===== src/rtl/sai_seq_pkg.sv =====
package sai_seq_pkg;

  // command word bit positions (software-visible layout)
  localparam int unsigned CB_RX_ON  = 0;
  localparam int unsigned CB_RX_OFF = 1;
  localparam int unsigned CB_CK_ON  = 2;
  localparam int unsigned CB_CK_OFF = 3;
  localparam int unsigned CB_TX_ON  = 4;
  localparam int unsigned CB_TX_OFF = 5;
  localparam int unsigned CB_SRST   = 7;

  localparam int unsigned OFS_CMD  = 'h00;
  localparam int unsigned OFS_MODE = 'h04;

  localparam int unsigned NUM_FN = 2;  // index 0 = transmitter, 1 = receiver

  typedef enum logic [1:0] {
    FN_OFF   = 2'd0,
    FN_START = 2'd1,
    FN_ON    = 2'd2,
    FN_STOP  = 2'd3
  } fn_state_e;

  typedef struct packed {
    logic             srst;
    logic             ck_on;
    logic             ck_off;
    logic [NUM_FN-1:0] fn_on;
    logic [NUM_FN-1:0] fn_off;
  } cmd_t;

endpackage


===== src/rtl/sai_cmd_decode.sv =====
module sai_cmd_decode
  import sai_seq_pkg::*;
#(
  parameter int unsigned ADDR_W = 8
) (
  input  logic              wr_en_i,
  input  logic [ADDR_W-1:0] wr_addr_i,
  input  logic [6:0]        cmd_bits_i,  // {srst, bits 5:0}
  output cmd_t              cmd_o,
  output logic              mode_wr_o
);

  logic cmd_hit;

  always_comb begin
    cmd_hit   = wr_en_i && (wr_addr_i == ADDR_W'(OFS_CMD));
    mode_wr_o = wr_en_i && (wr_addr_i == ADDR_W'(OFS_MODE));

    cmd_o.srst      = cmd_hit && cmd_bits_i[6];
    cmd_o.ck_on     = cmd_hit && cmd_bits_i[CB_CK_ON];
    cmd_o.ck_off    = cmd_hit && cmd_bits_i[CB_CK_OFF];
    cmd_o.fn_on[0]  = cmd_hit && cmd_bits_i[CB_TX_ON];
    cmd_o.fn_off[0] = cmd_hit && cmd_bits_i[CB_TX_OFF];
    cmd_o.fn_on[1]  = cmd_hit && cmd_bits_i[CB_RX_ON];
    cmd_o.fn_off[1] = cmd_hit && cmd_bits_i[CB_RX_OFF];
  end

endmodule


===== src/rtl/sai_func_seq.sv =====
module sai_func_seq
  import sai_seq_pkg::*;
(
  input  logic clk,
  input  logic rst_n,
  input  logic srst_i,
  input  logic clk_on_i,
  input  logic on_i,
  input  logic off_i,
  input  logic ack_i,
  output logic run_o,
  output logic stat_o
);

  fn_state_e state_q, state_d;

  always_comb begin
    state_d = state_q;
    unique case (state_q)
      FN_OFF:   if (on_i && !off_i) state_d = FN_START;
      FN_START: begin
        if (off_i)                  state_d = FN_OFF;
        else if (clk_on_i && ack_i) state_d = FN_ON;
      end
      FN_ON:    if (off_i) state_d = FN_STOP;
      FN_STOP:  if (ack_i || !clk_on_i) state_d = FN_OFF;
      default:  state_d = FN_OFF;
    endcase
    if (srst_i) state_d = FN_OFF;
  end

  always_ff @(posedge clk or negedge rst_n) begin
    if (!rst_n) state_q <= FN_OFF;
    else        state_q <= state_d;
  end

  assign stat_o = (state_q == FN_ON) || (state_q == FN_STOP);
  assign run_o  = clk_on_i && ((state_q == FN_START) || (state_q == FN_ON));


  stat_rise_ack_chk: assert property (@(posedge clk) disable iff (!rst_n)
    $rose(stat_o) |-> $past(ack_i && run_o));


  stat_fall_cause_chk: assert property (@(posedge clk) disable iff (!rst_n)
    $fell(stat_o) |-> $past(srst_i || ack_i || !clk_on_i));


  off_wins_chk: assert property (@(posedge clk) disable iff (!rst_n)
    (on_i && off_i && !stat_o) |=> !run_o);

endmodule


===== src/rtl/sai_clk_gen.sv =====
module sai_clk_gen #(
  parameter int unsigned HALF_DIV   = 4,
  parameter int unsigned FRAME_BITS = 64
) (
  input  logic clk,
  input  logic rst_n,
  input  logic en_i,
  output logic bclk_o,
  output logic fsync_o,
  output logic frame_o
);

  localparam int unsigned DIV_W = (HALF_DIV > 1) ? $clog2(HALF_DIV) : 1;
  localparam int unsigned IDX_W = (FRAME_BITS > 1) ? $clog2(FRAME_BITS) : 1;
  localparam logic [DIV_W-1:0] DIV_LAST  = DIV_W'(HALF_DIV - 1);
  localparam logic [IDX_W-1:0] IDX_LAST  = IDX_W'(FRAME_BITS - 1);
  localparam logic [IDX_W-1:0] IDX_HALF  = IDX_W'(FRAME_BITS / 2);

  logic [DIV_W-1:0] div_q, div_d;
  logic [IDX_W-1:0] idx_q, idx_d;
  logic             bclk_q, bclk_d;
  logic             frame_q, frame_d;

  always_comb begin
    div_d   = div_q;
    idx_d   = idx_q;
    bclk_d  = bclk_q;
    frame_d = 1'b0;
    if (!en_i) begin
      div_d  = '0;
      idx_d  = '0;
      bclk_d = 1'b0;
    end else if (div_q == DIV_LAST) begin
      div_d  = '0;
      bclk_d = ~bclk_q;
      if (bclk_q) begin
        idx_d   = (idx_q == IDX_LAST) ? '0 : idx_q + 1'b1;
        frame_d = (idx_q == IDX_LAST);
      end
    end else begin
      div_d = div_q + 1'b1;
    end
  end

  always_ff @(posedge clk or negedge rst_n) begin
    if (!rst_n) begin
      div_q   <= '0;
      idx_q   <= '0;
      bclk_q  <= 1'b0;
      frame_q <= 1'b0;
    end else begin
      div_q   <= div_d;
      idx_q   <= idx_d;
      bclk_q  <= bclk_d;
      frame_q <= frame_d;
    end
  end

  assign bclk_o  = bclk_q;
  assign fsync_o = (idx_q >= IDX_HALF);
  assign frame_o = frame_q;


  off_quiet_chk: assert property (@(posedge clk) disable iff (!rst_n)
    !en_i |=> (!bclk_o && !fsync_o));

endmodule


===== src/rtl/sai_ctrl_seq.sv =====
module sai_ctrl_seq
  import sai_seq_pkg::*;
#(
  parameter int unsigned ADDR_W     = 8,
  parameter int unsigned HALF_DIV   = 4,
  parameter int unsigned FRAME_BITS = 64
) (
  input  logic              clk,
  input  logic              rst_n,
  input  logic              wr_en_i,
  input  logic [ADDR_W-1:0] wr_addr_i,
  input  logic [31:0]       wr_data_i,
  input  logic              tx_ack_i,
  input  logic              rx_ack_i,
  output logic              clk_on_o,
  output logic              bclk_o,
  output logic              fsync_o,
  output logic              frame_o,
  output logic              tx_run_o,
  output logic              rx_run_o,
  output logic              tx_active_o,
  output logic              rx_active_o,
  output logic [31:0]       mode_o,
  output logic              mode_err_o
);

  // reset: asynchronous assert, synchronous release
  logic [1:0] rst_sync_q;
  logic       rst_int_n;

  always_ff @(posedge clk or negedge rst_n) begin
    if (!rst_n) rst_sync_q <= 2'b00;
    else        rst_sync_q <= {rst_sync_q[0], 1'b1};
  end
  assign rst_int_n = rst_sync_q[1];

  cmd_t cmd;
  logic mode_wr;

  sai_cmd_decode #(.ADDR_W(ADDR_W)) u_dec (
    .wr_en_i    (wr_en_i),
    .wr_addr_i  (wr_addr_i),
    .cmd_bits_i ({wr_data_i[CB_SRST], wr_data_i[5:0]}),
    .cmd_o      (cmd),
    .mode_wr_o  (mode_wr)
  );

  // clock enable state
  logic clk_en_q, clk_en_d;
  always_comb begin
    clk_en_d = clk_en_q;
    if (cmd.srst)        clk_en_d = 1'b0;
    else if (cmd.ck_off) clk_en_d = 1'b0;
    else if (cmd.ck_on)  clk_en_d = 1'b1;
  end

  // shifter sequencers
  logic [NUM_FN-1:0] fn_ack, fn_run, fn_stat;
  assign fn_ack = {rx_ack_i, tx_ack_i};

  for (genvar g = 0; g < NUM_FN; g++) begin : g_fn
    sai_func_seq u_seq (
      .clk      (clk),
      .rst_n    (rst_int_n),
      .srst_i   (cmd.srst),
      .clk_on_i (clk_en_q),
      .on_i     (cmd.fn_on[g]),
      .off_i    (cmd.fn_off[g]),
      .ack_i    (fn_ack[g]),
      .run_o    (fn_run[g]),
      .stat_o   (fn_stat[g])
    );
  end

  // mode register with write guard
  logic        any_active;
  logic [31:0] mode_q, mode_d;
  logic        err_q, err_d;

  assign any_active = clk_en_q || (|fn_stat);

  always_comb begin
    mode_d = mode_q;
    err_d  = err_q;
    if (cmd.srst) begin
      mode_d = '0;
      err_d  = 1'b0;
    end else if (mode_wr) begin
      if (any_active) err_d  = 1'b1;
      else            mode_d = wr_data_i;
    end
  end

  always_ff @(posedge clk or negedge rst_int_n) begin
    if (!rst_int_n) begin
      clk_en_q <= 1'b0;
      mode_q   <= '0;
      err_q    <= 1'b0;
    end else begin
      clk_en_q <= clk_en_d;
      mode_q   <= mode_d;
      err_q    <= err_d;
    end
  end

  sai_clk_gen #(.HALF_DIV(HALF_DIV), .FRAME_BITS(FRAME_BITS)) u_ckg (
    .clk     (clk),
    .rst_n   (rst_int_n),
    .en_i    (clk_en_q),
    .bclk_o  (bclk_o),
    .fsync_o (fsync_o),
    .frame_o (frame_o)
  );

  assign clk_on_o    = clk_en_q;
  assign tx_run_o    = fn_run[0];
  assign rx_run_o    = fn_run[1];
  assign tx_active_o = fn_stat[0];
  assign rx_active_o = fn_stat[1];
  assign mode_o      = mode_q;
  assign mode_err_o  = err_q;


  mode_guard_chk: assert property (@(posedge clk) disable iff (!rst_int_n)
    (mode_wr && any_active) |=> ($stable(mode_o) && mode_err_o));


  srst_clear_chk: assert property (@(posedge clk) disable iff (!rst_int_n)
    cmd.srst |=> (!clk_on_o && !tx_active_o && !rx_active_o && mode_o == '0 && !mode_err_o));

endmodule


===== config.mk =====
export PLATFORM = sky130hd
export DESIGN_NAME = sai_ctrl_seq
export DESIGN_NICKNAME = d
export VERILOG_FILES = /design/src/rtl/sai_seq_pkg.sv /design/src/rtl/sai_cmd_decode.sv /design/src/rtl/sai_func_seq.sv /design/src/rtl/sai_clk_gen.sv /design/src/rtl/sai_ctrl_seq.sv
export SDC_FILE = /design/constraint.sdc
export NUM_CORES = 1
export LEC_CHECK = 0
export ABC_AREA = 1
export BUFFER_PORTS_ARGS = -buffer_cell sky130_fd_sc_hd__buf_2
export CORE_MARGIN = 2
export CORE_UTILIZATION = 25
export DETAILED_ROUTE_END_ITERATION = 10
export GPL_ROUTABILITY_DRIVEN = 0
export PLACE_DENSITY = 0.55
export SLEW_MARGIN = 15
export SYNTH_ARGS = -nofsm -noshare
export SYNTH_HDL_FRONTEND = slang
export SYNTH_SLANG_ARGS = --single-unit

===== constraint.sdc =====
create_clock -name clk -period 2.63 [get_ports clk]
set_input_delay 0.1315 -clock clk [delete_from_list [all_inputs] [get_ports clk]]
set_output_delay 0.1315 -clock clk [all_outputs]
set_load 0.01 [all_outputs]

Word-level counts from Yosys, hierarchy flattened
Cells that the tools add are included.
{"block": "word_totals", "ramBits": 0, "rom_bits": 0, "regBits": 50, "wordCells": 105, "latch_bits": 0, "n_memories": 0, "out_inout_bits": 41}
{"block": "op_classes", "n_shift": 0, "eq_ne": 20, "bitwise_logic": 1, "n_mul": 0, "n_addsub": 2, "reduce_logical": 37, "muxes": 34, "n_div": 0, "order_cmp": 1}
{"operator": "$mux W32", "count": 3}
{"operator": "$mux W2", "count": 14}
{"operator": "$mux W6", "count": 4}
{"operator": "$pmux W2 S4", "count": 2}
{"operator": "$logic_and A1 B1 Y1", "count": 15}
{"operator": "$mux W1", "count": 11}
{"operator": "$eq A2 B2 Y1 const B", "count": 5}
{"operator": "$ne A3 B1 Y1 const B", "count": 3}
{"operator": "$ne A3 B2 Y1 const B", "count": 3}
{"operator": "$eq A8 B3 Y1 const B", "count": 1}
{"operator": "$logic_not A8 Y1", "count": 1}
{"operator": "$reduce_and A4 Y1", "count": 2}
{"operator": "$logic_or A1 B1 Y1", "count": 7}
{"operator": "$add A6 B1 Y6 const B", "count": 1}
{"operator": "$eq A6 B6 Y1 const B", "count": 1}
{"operator": "$ge A6 B6 Y1 const B", "count": 1}
{"operator": "$ne A2 B1 Y1 const B", "count": 3}
{"operator": "$reduce_and A2 Y1", "count": 3}
{"operator": "$eq A2 B1 Y1 const B", "count": 2}
{"operator": "$logic_not A2 Y1", "count": 2}
{"operator": "$ne A4 B1 Y1 const B", "count": 1}
{"operator": "$ne A4 B2 Y1 const B", "count": 1}
{"operator": "$reduce_bool A2 Y1", "count": 2}
{"operator": "$logic_not A1 Y1", "count": 3}
{"operator": "other kinds (4)", "count": 4}

Longest topological paths before layout
{"block": "depth", "ltp_word": 8, "ltp_mapped": 11, "mapped_depth_nobuf": 11}

Cells and area by module
Synthesis repeated with hierarchy kept, for this count alone.
{"block": "unflattened", "hier_cells": 384, "area_unflattened_um2": 2855.2}
{"module": "sai_ctrl_seq", "instances": 1, "area_per_inst_um2": 1684.1, "cells_per_inst": 221}
{"module": "sai_func_seq", "instances": 2, "area_per_inst_um2": 252.7, "cells_per_inst": 38}
{"module": "sai_clk_gen", "instances": 1, "area_per_inst_um2": 500.5, "cells_per_inst": 63}
{"module": "sai_cmd_decode", "instances": 1, "area_per_inst_um2": 165.2, "cells_per_inst": 24}

Least setup slack after synthesis
No wires, ideal clock.
{"block": "synth_timing", "path_type": "register -> register", "from": "register g_fn[0].u_seq.state_q[0]", "to": "register mode_q[10], in the netlist mode_o[10]", "n_path_buf": 1, "t_arrival_ns": 1.597, "setup_time_ns": 0.117, "path_stages_with_launch": 9, "period_less_slack_ns": 1.715, "t_required_ns": 2.513, "setup_slack_ns": 0.915, "path_cell_list": "dfrtp_1 > inv_1 > ha_1 > or2_2 > nor3_2 > nand2_2 > buf_6 > nand3_1 > nand2_1"}
{"block": "synth_via", "elab_chain_len": 6, "word_cells_on_any_way": 7}
{"element": "from (decl)", "line_no": "sai_func_seq.sv:15", "text": "fn_state_e state_q, state_d;"}
{"element": "from (signal assigned)", "line_no": "sai_func_seq.sv:34", "text": "else state_q <= state_d;"}
{"element": "$eq A2 B2 Y1", "line_no": "sai_func_seq.sv:37", "text": "assign stat_o = (state_q == FN_ON) || (state_q == FN_STOP);"}
{"element": "$logic_or A1 B1 Y1 (*)", "line_no": "sai_func_seq.sv:37"}
{"element": "net tx_active_o", "line_no": "sai_ctrl_seq.sv:21", "text": "output logic tx_active_o,"}
{"element": "$reduce_or A2 Y1 (*)", "line_no": "sai_ctrl_seq.sv:80", "text": "assign any_active = clk_en_q || (|fn_stat);"}
{"element": "$logic_or A1 B1 Y1 (*)", "line_no": "sai_ctrl_seq.sv:80"}
{"element": "$ne A2 B1 Y1 (no source line) (*)"}
{"element": "$reduce_and A2 Y1 (no source line) (*)"}
{"element": "to (signal assigned)", "line_no": "sai_ctrl_seq.sv:101", "text": "mode_q <= mode_d;"}
{"element": "to (decl)", "line_no": "sai_ctrl_seq.sv:77", "text": "logic [31:0] mode_q, mode_d;"}
Mark *: on every way through the listed nets, which the timed path passes. The rest lies on a longest branch.
A chain may end at the register's enable or synchronous reset.

Worst setup path after layout
{"block": "layout_timing", "from": "register g_fn[0].u_seq.state_q[0]", "to": "register mode_q[5], in the netlist mode_o[5]"}
{"block": "layout_via", "elab_chain_len": 6, "word_cells_on_any_way": 7}
{"element": "$eq A2 B2 Y1", "line_no": "sai_func_seq.sv:37"}
{"element": "$logic_or A1 B1 Y1 (*)", "line_no": "sai_func_seq.sv:37"}
{"element": "$reduce_or A2 Y1 (*)", "line_no": "sai_ctrl_seq.sv:80"}
{"element": "$logic_or A1 B1 Y1 (*)", "line_no": "sai_ctrl_seq.sv:80"}
{"element": "$ne A2 B1 Y1 (no source line) (*)"}
{"element": "$reduce_and A2 Y1 (no source line) (*)"}
Every way passes the cells marked *; elsewhere a longest branch is shown, timed or not.

==> impl_metrics.ini <==
[detailed_routing]
wire_per_inst_um = 12.74
postRouteAntennaNets = 0
drtIter0Drc = 81
routed_wl_um = 6677
via_count = 2291
first_pass_iters = 4
drc_errors = 0
drt-vias-per-instance = 4.372

[global_route]
grt_max_degree = 37
grt_use_total = 0.1222
antenna_found_initial = 0
grt_pass1_vias = 2219
grt_overflow = 0
grt_pass1_wl_um = 10920

[sta]
rsz0062_at_grt = no
setup_viol = 0
max-slew-margin-rel = 0.5394
setup_tns_ns = 0
min_period_over_period = 0.7974
period_minus_slack_ns = 2.097
worst_pin_slew_ns = 0.6885
max_freq_mhz = 476.8
fin_skew_ns = 0.006546
finalMaxSlewViolations = 0
final_hold_viol_count = 0

[synthesis]
synth-seq-cells = 50
synthesis.nets = 363
ys_seq_area_frac = 0.4904
synth_cell_types = 29
ys_warn_count = 0
synth_cells = 306
syn_area_um2 = 2551
avgSynthCellArea_um2 = 8.337

[worst_hold_path]
holdPathEnd = mode_o[26]$_DFFE_PN0P_
hold_depth = 3
min_path_type = input pin to flip-flop
worstHoldStart = wr_data_i[26]

[die]
start_util = 0.2598
row_count = 36
core_area_um2 = 9819
ios = 86
die_h_um = 105.0
die_area_um2 = 11030
die_w_um = 105.0

[run]
drv_cap = 0

[layout]
drive_above_1_share = 0.2788
finalNonFillerCells = 524
n_fill_cell = 1089
area_delta_synth_final_pct = 25.26
diodes = 0
fin_nets = 447

[clock_network]
cts-root-buf = clkbuf_8
cts_tree = yes
cts_buffers = 5
h-tree-depth = 2
cts_setup_buffers = 0
clockBufferDepth = 2
clock_sinks = 50
clk_latency_ns = 0.30
clk_pin_slew_ns = 0.09

[pwr]
ir_worst_vdd_uv = 241.0
intPower_w = 0.001328
switching_share = 0.3571
leakage_nw = 1.857
switching_power_w = 0.0007374
powerDensity_nw_per_um2 = 646.3
power_frac_comb = 0.316
clockPowerShare = 0.224
seq_power_share = 0.460

[critical_path]
start_kind = flip-flop
worstPathArrival_ns = 2.26
rrSetupSlack_ns = 0.53
cp.required_ns = 2.79
r2r_cells = 7
worstReg2RegEnd = mode_o[5]$_DFFE_PN0P_
critPathKind = flip-flop to flip-flop
r2r_start = g_fn[0].u_seq.state_q[0]$_DFFE_PN0P_
cp-end-kind = flip-flop
cp_max_fo = 36

[placed_design]
port_buffers = 85
post-place-cells = 515
dp.final_hpwl_um = 5001

[outcome]
status = complete, no violations
## cell usage after synthesis (all sizes together)
| library cell | count | share of area |
|---|---|---|
| nand3b | 1 | 0.0029 |
| clkbuf | 4 | 0.0059 |
| nor2 | 22 | 0.033 |
| nand3 | 72 | 0.14 |
| a21oi | 6 | 0.012 |
| a21boi | 1 | 0.0029 |
| nand4 | 1 | 0.0025 |
| xor2 | 1 | 0.0034 |
| ha | 12 | 0.059 |
| buf | 10 | 0.032 |
| dfrtp | 50 | 0.49 |
| a22oi | 1 | 0.0029 |
| o21ai | 14 | 0.030 |
| inv | 31 | 0.046 |
| nor3 | 3 | 0.0078 |
| o211ai | 1 | 0.0029 |
| conb | 1 | 0.0015 |
| nor4 | 2 | 0.011 |
| nand2 | 71 | 0.11 |
| or2 | 2 | 0.0049 |
## worst max-delay path, stage by stage (launching register included)
cell     delay [ns]
dfrtp_1        0.42
inv_1          0.10
ha_1           0.22
or2_2          0.33
nor3_4         0.14
nand2_2        0.43
nand3_1        0.20
o21ai_0        0.10
## worst max path at each step
| stage | startpoint | slack [ns] | endpoint | cells past startpoint |
|---|---|---|---|---|
| 2_1_floorplan | g_fn[0].u_seq.state_q[0]$_DFFE_PN0P_ | 0.92 | mode_o[10]$_DFFE_PN0P_ | 8 |
| 3_3_place_gp | g_fn[0].u_seq.state_q[0]$_DFFE_PN0P_ | 0.59 | mode_o[5]$_DFFE_PN0P_ | 7 |
| 3_5_place_dp | g_fn[0].u_seq.state_q[0]$_DFFE_PN0P_ | 0.52 | mode_o[5]$_DFFE_PN0P_ | 7 |
| 4_1_cts | g_fn[0].u_seq.state_q[0]$_DFFE_PN0P_ | 0.51 | mode_o[5]$_DFFE_PN0P_ | 7 |
| 5_1_grt | g_fn[0].u_seq.state_q[0]$_DFFE_PN0P_ | 0.34 | mode_o[1]$_DFFE_PN0P_ | 7 |
| 6_report | g_fn[0].u_seq.state_q[0]$_DFFE_PN0P_ | 0.53 | mode_o[5]$_DFFE_PN0P_ | 7 |
## power groups by stage
stage / Combinational [W] / Clock [W] / Sequential, W
floorplan: 0.000437 / 0 / 0.000953
global route: 0.000757 / 0.000523 / 0.000965
finish: 0.000653 / 0.000463 / 0.000949
CTS: 0.000666 / 0.000493 / 0.000950
global placement: 0.000640 / 0 / 0.000962
detailed placement: 0.000663 / 0 / 0.000966
## kinds of logic (layout without fill, tap and decap cells)
| family | after synthesis | after routing | synth area share |
|---|---|---|---|
| AOI/OAI and AO/OA | 23 | 23 | 0.05101 |
| adders and majority gates | 12 | 12 | 0.05885 |
| DFF | 50 | 50 | 0.4904 |
| other | 1 | 1 | 0.001470 |
| and+or+nand+nor | 174 | 174 | 0.3109 |
| xor gates and xnor gates | 1 | 1 | 0.003434 |
| buffers and inverters | 45 | 130 | 0.08386 |
## cell usage in the layout (no fill, tap or decap), types with 5 or more instances in the layout
cell / n
o21ai_0: 12
nand3_1: 71
nor2_1: 21
buf_2: 85
clkbuf_8: 6
ha_1: 12
buf_4: 5
inv_1: 30
dfrtp_1: 49
nand2_1: 70
a21oi_1: 6
## repair_timing
action | 4_1_cts | 5_1_grt
hold buffers | 1 | 0
hold endpoints to repair | 2 | 0
resized for setup | 0 | 0
## flip-flops by register name, summed over array words and instances, names as in the netlist
register	count
u_ckg.bclk_o	1
rst_sync_q	2
clk_on_o	1
mode_err_o	1
u_ckg.frame_o	1
u_ckg.idx_q	6
u_ckg.div_q	2
g_fn.u_seq.state_q	4
mode_o	32
## layer usage
metal | track usage | wire length [um] | share of wire | up-vias
met1 | 0.1607 | 3049 | 0.46 | 1064
li1 | - | - | - | 1154
met2 | 0.2083 | 3239 | 0.49 | 69
met3 | 0.02932 | 370 | 0.055 | 4
met5 | 0 | 0 | 0 | -
met4 | 0.01714 | 17 | 0.0025 | 0
## stage by stage
step | setup slack (ns) | util | area [um^2] | hold WS (ns) | total power (W)
detailed placement | 0.5152 | 0.3147 | 3090 | -0.07935 | 0.001628
floorplan | 0.9153 | - | 2551 | -0.1641 | 0.001390
global route | 0.3379 | 0.3254 | 3196 | 0.04119 | 0.002245
global placement | 0.5943 | 0.3147 | 3090 | -0.08277 | 0.001601
finish | 0.5328 | 0.3254 | 3196 | 0.06158 | 0.002065
CTS | 0.5089 | 0.3254 | 3196 | 0.04757 | 0.002110
## layout make-up
cell class	count	area, um^2	area share
Inverter	31	116.4	0.03641
Multi-Input combinational cell	211	1092	0.3418
Sequential cell	50	1252	0.3919
Tap cell	133	166.4	0.05208
Clock inverter	2	12.51	0.003915
Clock buffer	6	82.58	0.02584
Timing Repair Buffer	91	473.0	0.1480
Power figures use the tool's default switching activity.
